$ cat src/rtl/glyph_pkg.sv
package glyph_pkg;
  // Width of one glyph row in pixels (one character slot).
  localparam int unsigned GLYPH_W = 8;
  typedef logic [GLYPH_W-1:0] glyph_t;
endpackage

$ cat src/rtl/cpu_edge_strobe.sv
module cpu_edge_strobe (
  input  logic clk,
  input  logic rst,
  input  logic cpu_clk,
  input  logic mreq_n,
  input  logic disp_en,
  output logic load_stb
);
  logic cpu_prev;
  logic cpu_rise;

  always_ff @(posedge clk) begin
    if (rst) cpu_prev <= 1'b0;
    else     cpu_prev <= cpu_clk;
  end

  // Rising edge seen as a low-to-high change between successive samples.
  assign cpu_rise = cpu_clk & ~cpu_prev;
  assign load_stb = cpu_rise & mreq_n & disp_en;
endmodule

$ cat src/rtl/glyph_shift_reg.sv
module glyph_shift_reg #(
  parameter int unsigned W = 8
) (
  input  logic         clk,
  input  logic         rst,
  input  logic         load,
  input  logic [W-1:0] par_in,
  output logic [W-1:0] sr_q,
  output logic         msb
);
  always_ff @(posedge clk) begin
    if (rst)       sr_q <= '0;
    else if (load) sr_q <= par_in;
    else           sr_q <= {sr_q[W-2:0], 1'b0};
  end

  assign msb = sr_q[W-1];
endmodule

$ cat src/rtl/invert_stage.sv
module invert_stage (
  input  logic clk,
  input  logic rst,
  input  logic load,
  input  logic inv_in,
  input  logic bit_in,
  output logic inv_q,
  output logic pix_q
);
  always_ff @(posedge clk) begin
    if (rst) begin
      inv_q <= 1'b0;
      pix_q <= 1'b0;
    end else begin
      if (load) inv_q <= inv_in;
      pix_q <= bit_in ^ inv_q;
    end
  end
endmodule

$ cat src/rtl/glyph_serializer.sv
module glyph_serializer
  import glyph_pkg::*;
(
  input  logic               clk,
  input  logic               rst,
  input  logic               cpu_clk,
  input  logic               mreq_n,
  input  logic               disp_en,
  input  logic [GLYPH_W-1:0] rom_data,
  input  logic               inv_bit,
  output logic               pix_out
);
  logic   load_stb;
  glyph_t shreg_q;
  logic   shreg_msb;
  logic   inv_q;

  cpu_edge_strobe u_edge (
    .clk      (clk),
    .rst      (rst),
    .cpu_clk  (cpu_clk),
    .mreq_n   (mreq_n),
    .disp_en  (disp_en),
    .load_stb (load_stb)
  );

  glyph_shift_reg #(.W(GLYPH_W)) u_shift (
    .clk    (clk),
    .rst    (rst),
    .load   (load_stb),
    .par_in (rom_data),
    .sr_q   (shreg_q),
    .msb    (shreg_msb)
  );

  invert_stage u_inv (
    .clk    (clk),
    .rst    (rst),
    .load   (load_stb),
    .inv_in (inv_bit),
    .bit_in (shreg_msb),
    .inv_q  (inv_q),
    .pix_q  (pix_out)
  );
endmodule

$ cat config.mk
export PLATFORM = sky130hd
export DESIGN_NAME = glyph_serializer
export DESIGN_NICKNAME = d
export VERILOG_FILES = /design/src/rtl/glyph_pkg.sv /design/src/rtl/cpu_edge_strobe.sv /design/src/rtl/glyph_shift_reg.sv /design/src/rtl/invert_stage.sv /design/src/rtl/glyph_serializer.sv
export SDC_FILE = /design/constraint.sdc
export NUM_CORES = 1
export LEC_CHECK = 0
export CAP_MARGIN = 20
export CORE_AREA = 2 2 39 41
export CTS_CLUSTER_SIZE = 30
export DETAILED_ROUTE_END_ITERATION = 16
export DIE_AREA = 0 0 41 43
export DONT_BUFFER_PORTS = 1
export GPL_ROUTABILITY_DRIVEN = 0
export GPL_TIMING_DRIVEN = 0
export PLACE_DENSITY = 0.51
export SLEW_MARGIN = 20
export SYNTH_ARGS = -nofsm -noshare
export SYNTH_HDL_FRONTEND = slang
export SYNTH_SLANG_ARGS = --single-unit
export TNS_END_PERCENT = 100
$ cat constraint.sdc
create_clock -name clk -period 1 [get_ports clk]
set_input_delay 0.05 -clock clk [delete_from_list [all_inputs] [get_ports clk]]
set_output_delay 0.05 -clock clk [all_outputs]
set_load 0.01 [all_outputs]
After elaboration in Yosys (flattened, before gate mapping):

Index checks and enable logic that the tools add are counted.

* muxes and demuxes: 1
* bitwise gates (word level): 6
* reductions and logical operators: 1

Operator list (count)
* $mux W8: 1
* $and A1 B1 Y1: 3
* $not A1 Y1: 2
* $reduce_or A2 Y1: 1
* $xor A1 B1 Y1: 1

* bits in registers: 11
* input port bits: 14
* output and inout bits: 1
* logic and storage cells: 13

Depth between registers and ports, before layout:

* depth after elaboration: 6
* mapped depth: 4
* depth with buffers taken out: 2

Hierarchy:

Synthesis repeated with hierarchy kept, for this count alone.

* cell total of the unflattened synthesis: 35
* area total of the unflattened synthesis: 392.9 um^2

By module, submodules not included
* glyph_shift_reg: times used 1, cells each 26, area each 290.3 um^2, sequential area each 160.2 um^2
* invert_stage: times used 1, cells each 6, area each 66.3 um^2, sequential area each 40.0 um^2
* cpu_edge_strobe: times used 1, cells each 3, area each 36.3 um^2, sequential area each 20.0 um^2

Least setup slack after synthesis:

Ideal clock, no wire load.

* path type: register to register
* start: register u_edge.cpu_prev
* end: register u_inv.inv_q
* setup time: 0.072 ns
* arrival time: 0.816 ns
* data required time: 0.928 ns
* path slack: 0.112 ns
* stages on the path, launching flop included: 4
* buffers on the path: 1
* period minus slack after synthesis: 0.888 ns
* cells stage by stage: dfxtp_1 > and4b_1 > buf_6 > mux2i_1

* word-level cells in the longest chain between the ends: 4

RTL lines
* from (decl): RTL line cpu_edge_strobe.sv:9 `logic cpu_prev;`
* from (signal assigned): RTL line cpu_edge_strobe.sv:14 `else cpu_prev <= cpu_clk;`
* $not A1 Y1: RTL line cpu_edge_strobe.sv:18 `assign cpu_rise = cpu_clk & ~cpu_prev;`
* $and A1 B1 Y1: RTL line cpu_edge_strobe.sv:18
* $and A1 B1 Y1 (2 in a row): RTL line cpu_edge_strobe.sv:19 `assign load_stb = cpu_rise & mreq_n & disp_en;`
* to (signal assigned): RTL line invert_stage.sv:15 `if (load) inv_q <= inv_in;`
* to (decl): RTL line invert_stage.sv:7 `output logic inv_q,`

Every way passes these cells.
A chain may end at the register's enable or synchronous reset.

Worst setup path after layout:

* start: register u_edge.cpu_prev
* end: register u_shift.sr_q[7]

* word-level cells in the longest chain between the ends: 5

RTL lines
* $not A1 Y1: RTL line cpu_edge_strobe.sv:18
* $and A1 B1 Y1: RTL line cpu_edge_strobe.sv:18
* $and A1 B1 Y1 (2 in a row): RTL line cpu_edge_strobe.sv:19
* $mux W8: RTL line glyph_shift_reg.sv:13 `else if (load) sr_q <= par_in;`
* to (signal assigned): RTL line glyph_shift_reg.sv:13
* to (signal assigned): RTL line glyph_shift_reg.sv:14 `else sr_q <= {sr_q[W-2:0], 1'b0};`
* to (decl): RTL line glyph_shift_reg.sv:8 `output logic [W-1:0] sr_q,`

Every way passes these cells.

==> summary.txt <==
Floorplanning
  – Die Span X: 41 µm
  – Initial core utilization: 33.63%
  – Cell Rows: 14
  – I/O pin count: 15
  – Die Y: 43 µm
  – Die area: 1763 µm²
  – Core ar.: 1384 µm²

GRT
  – First-pass GRT wire length: 1.304 mm
  – Grt ovf: 0
  – Via count of the first global-routing pass: 334
  – Initial antenna violation count: 0
  – Largest net degree at the start of global routing: 11
  – GRT Resource Usage Total: 11.40%

Power
  – Pwr/cell area: 1377 nW/µm²
  – Tot Pwr: 0.0008527 W
  – P_leak: 0.2368 nW
  – Worst IR Drop VDD: 0.0004840 V

Setup path
  – Critical Path AT: 1200 ps
  – Reg2reg path depth: 3
  – Crit. End Element: flop
  – CP Class: reg -> reg
  – CP Launch Type: flop
  – Max Fanout on Critical Path: 4
  – Req. time, crit path: 1210 ps

Synth
  – Yosys warnings: 0
  – Synth async-reset ratio: 0%
  – Count leader, synth: nand2b_1
  – Number of synthesized flops with an enable pin: 0
  – Synth top cells by count: 16 x nand2b_1, 11 x dfxtp_1, 8 x mux2i_1, 2 x buf_6
  – Post-synthesis sequential area ratio: 47.31%
  – Yosys cell types: 10
  – Top-area cell type share of the netlist area: 47.31%
  – Synth Flop Type: dfxtp_1
  – Mean Syn Cell Area: 10.82 µm²
  – Synth Register Bits: 11
  – Syn Std Cell Area: 465.4 µm²
  – Synth area leaders: dfxtp_1 47%, nand2b_1 22%, mux2i_1 17%
  – Cell taking the most area after synthesis: dfxtp_1
  – Mapped Cells: 43
  – Synth Net Count: 57

Route
  – Drt pass-1 iters: 4
  – Detailed-route via count: 323
  – Vias per inst: 4.365
  – Remaining antenna violation count: 0
  – Total Wirelength: 779 µm
  – Final routed DRC violation total: 0
  – Drt initial violations: 1
  – DR WL/cell: 10.53 µm

Clock network
  – CTS clk-pin slew, worst paths: 70 ps
  – CTS Sinks: 11
  – CTS root buffer: clkbuf_4
  – CTS tree: done
  – Post-CTS Setup Bufs: 0
  – Inserted Clock Buffers: 3
  – CTS HTree Levels: 1
  – CTS Buffer Depth: 2
  – Worst skew pair latency: 270 ps

Final layout
  – Sequential standard cell area: 220.2 µm²
  – Layout area overhead: 33.06%
  – Count of non-filler cells in the finished layout: 74
  – Share of layout cells above drive strength 1: 12.07%
  – Multi-input logic area: 217.7 µm²
  – FILL cells: 142
  – Antenna Cells: 0
  – Layout Nets: 73

Outcome
  – Status: completed

STA
  – Final hold vios: 0
  – Hold_ws: 73.89 ps
  – Finish-stage setup viols: 0
  – Period utilisation layout: 99.62%
  – Worst setup margin: 3.774 ps
  – Min Tclk post-route: 996.2 ps
  – Slew Limit Fails: 0
  – Clock Skew: 3.626 ps
  – Tightest Pin Transition: 120.5 ps
  – RSZ-0062 raised after global routing: yes
  – Fmax: 1004 MHz
  – Slew HR: 91.74%

Placement
  – Buffers on Ports: 0
  – Number of placed cells counting well taps: 59
  – Placement Setup Slack: 37.07 ps

Min path
  – HP Class: in -> reg
  – Hold Crit Depth: 3

Flow run
  – Max-cap viol count: 0
## cells by family (layout without fill, tap and decap cells)
logic type	count (synthesis)	after routing	share of synthesized area [%]
flops	11	11	47.31
simple gates	20	20	27.69
mux	8	8	17.20
xor+xnor	1	1	1.882
buf+inv	3	18	5.913
## worst max-delay path, cell delays in order (launching register included)
cell and delay, ps:
dfxtp_1 290, and4b_1 300, buf_4 170, mux2i_1 170
## sequential cells by signal (all words and copies together) (netlist names)
signal / count
u_inv.pix_q: 1
u_shift.sr_q: 8
u_edge.cpu_prev: 1
u_inv.inv_q: 1
## per-layer routing
metal	global-route usage (%)	routed length, µm
met5	0	0
met4	8.000	25
met1	11.76	322
met3	3.141	48
met2	18.44	382
## repair_timing
item,CTS,global route
endpoints found under the setup margin,0,7
resized for setup,0,1
hold buffers,10,0
hold endpoints to repair,10,0
## layout by cell type (no fill, tap or decap)
master / n
clkbuf_1: 1
xnor2_1: 1
clkbuf_4: 3
dfxtp_1: 11
dlygate4sd3_1: 10
nand2b_1: 16
mux2i_1: 8
and3b_1: 1
nor2_1: 1
buf_4: 1
clkbuf_2: 1
buf_6: 2
and4b_1: 1
nor2b_1: 1
## worst paths after layout
path | from | slack, ps | endpoint
min | rst | 70 | u_shift.sr_q[5]
max reg2reg | u_edge.cpu_prev | 4 | u_shift.sr_q[7]
min reg2reg | u_shift.sr_q[4] | 460 | u_shift.sr_q[5]
max | u_edge.cpu_prev | 4 | u_shift.sr_q[7]
## cell type report
type	count	area share, %
Multi-Input combinational cell	29	35.15
Timing Repair Buffer	11	17.37
Tap cell	16	3.232
Sequential cell	11	35.56
Clock buffer	4	4.242
Buffer	3	4.444
## where the power goes
part | total (W) | internal, W | switching [W]
clock | 0.000306 | 0.000155 | 0.000152
sequential | 0.000456 | 0.000451 | 0.00000497
combinational | 0.0000905 | 0.0000611 | 0.0000295
## through the flow
| stage | utilization [%] | setup TNS, ps | instance area [µm²] |
|---|---|---|---|
| after floorplan | - | 0 | 465.4 |
| after global placement | 35.08 | 0 | 485.5 |
| after detailed placement | 35.08 | 0 | 485.5 |
| after CTS | 44.21 | 0 | 611.8 |
| after global routing | 44.76 | -360.7 | 619.3 |
| final | 44.76 | 0 | 619.3 |
No activity file was read; power rests on OpenSTA's default activity.
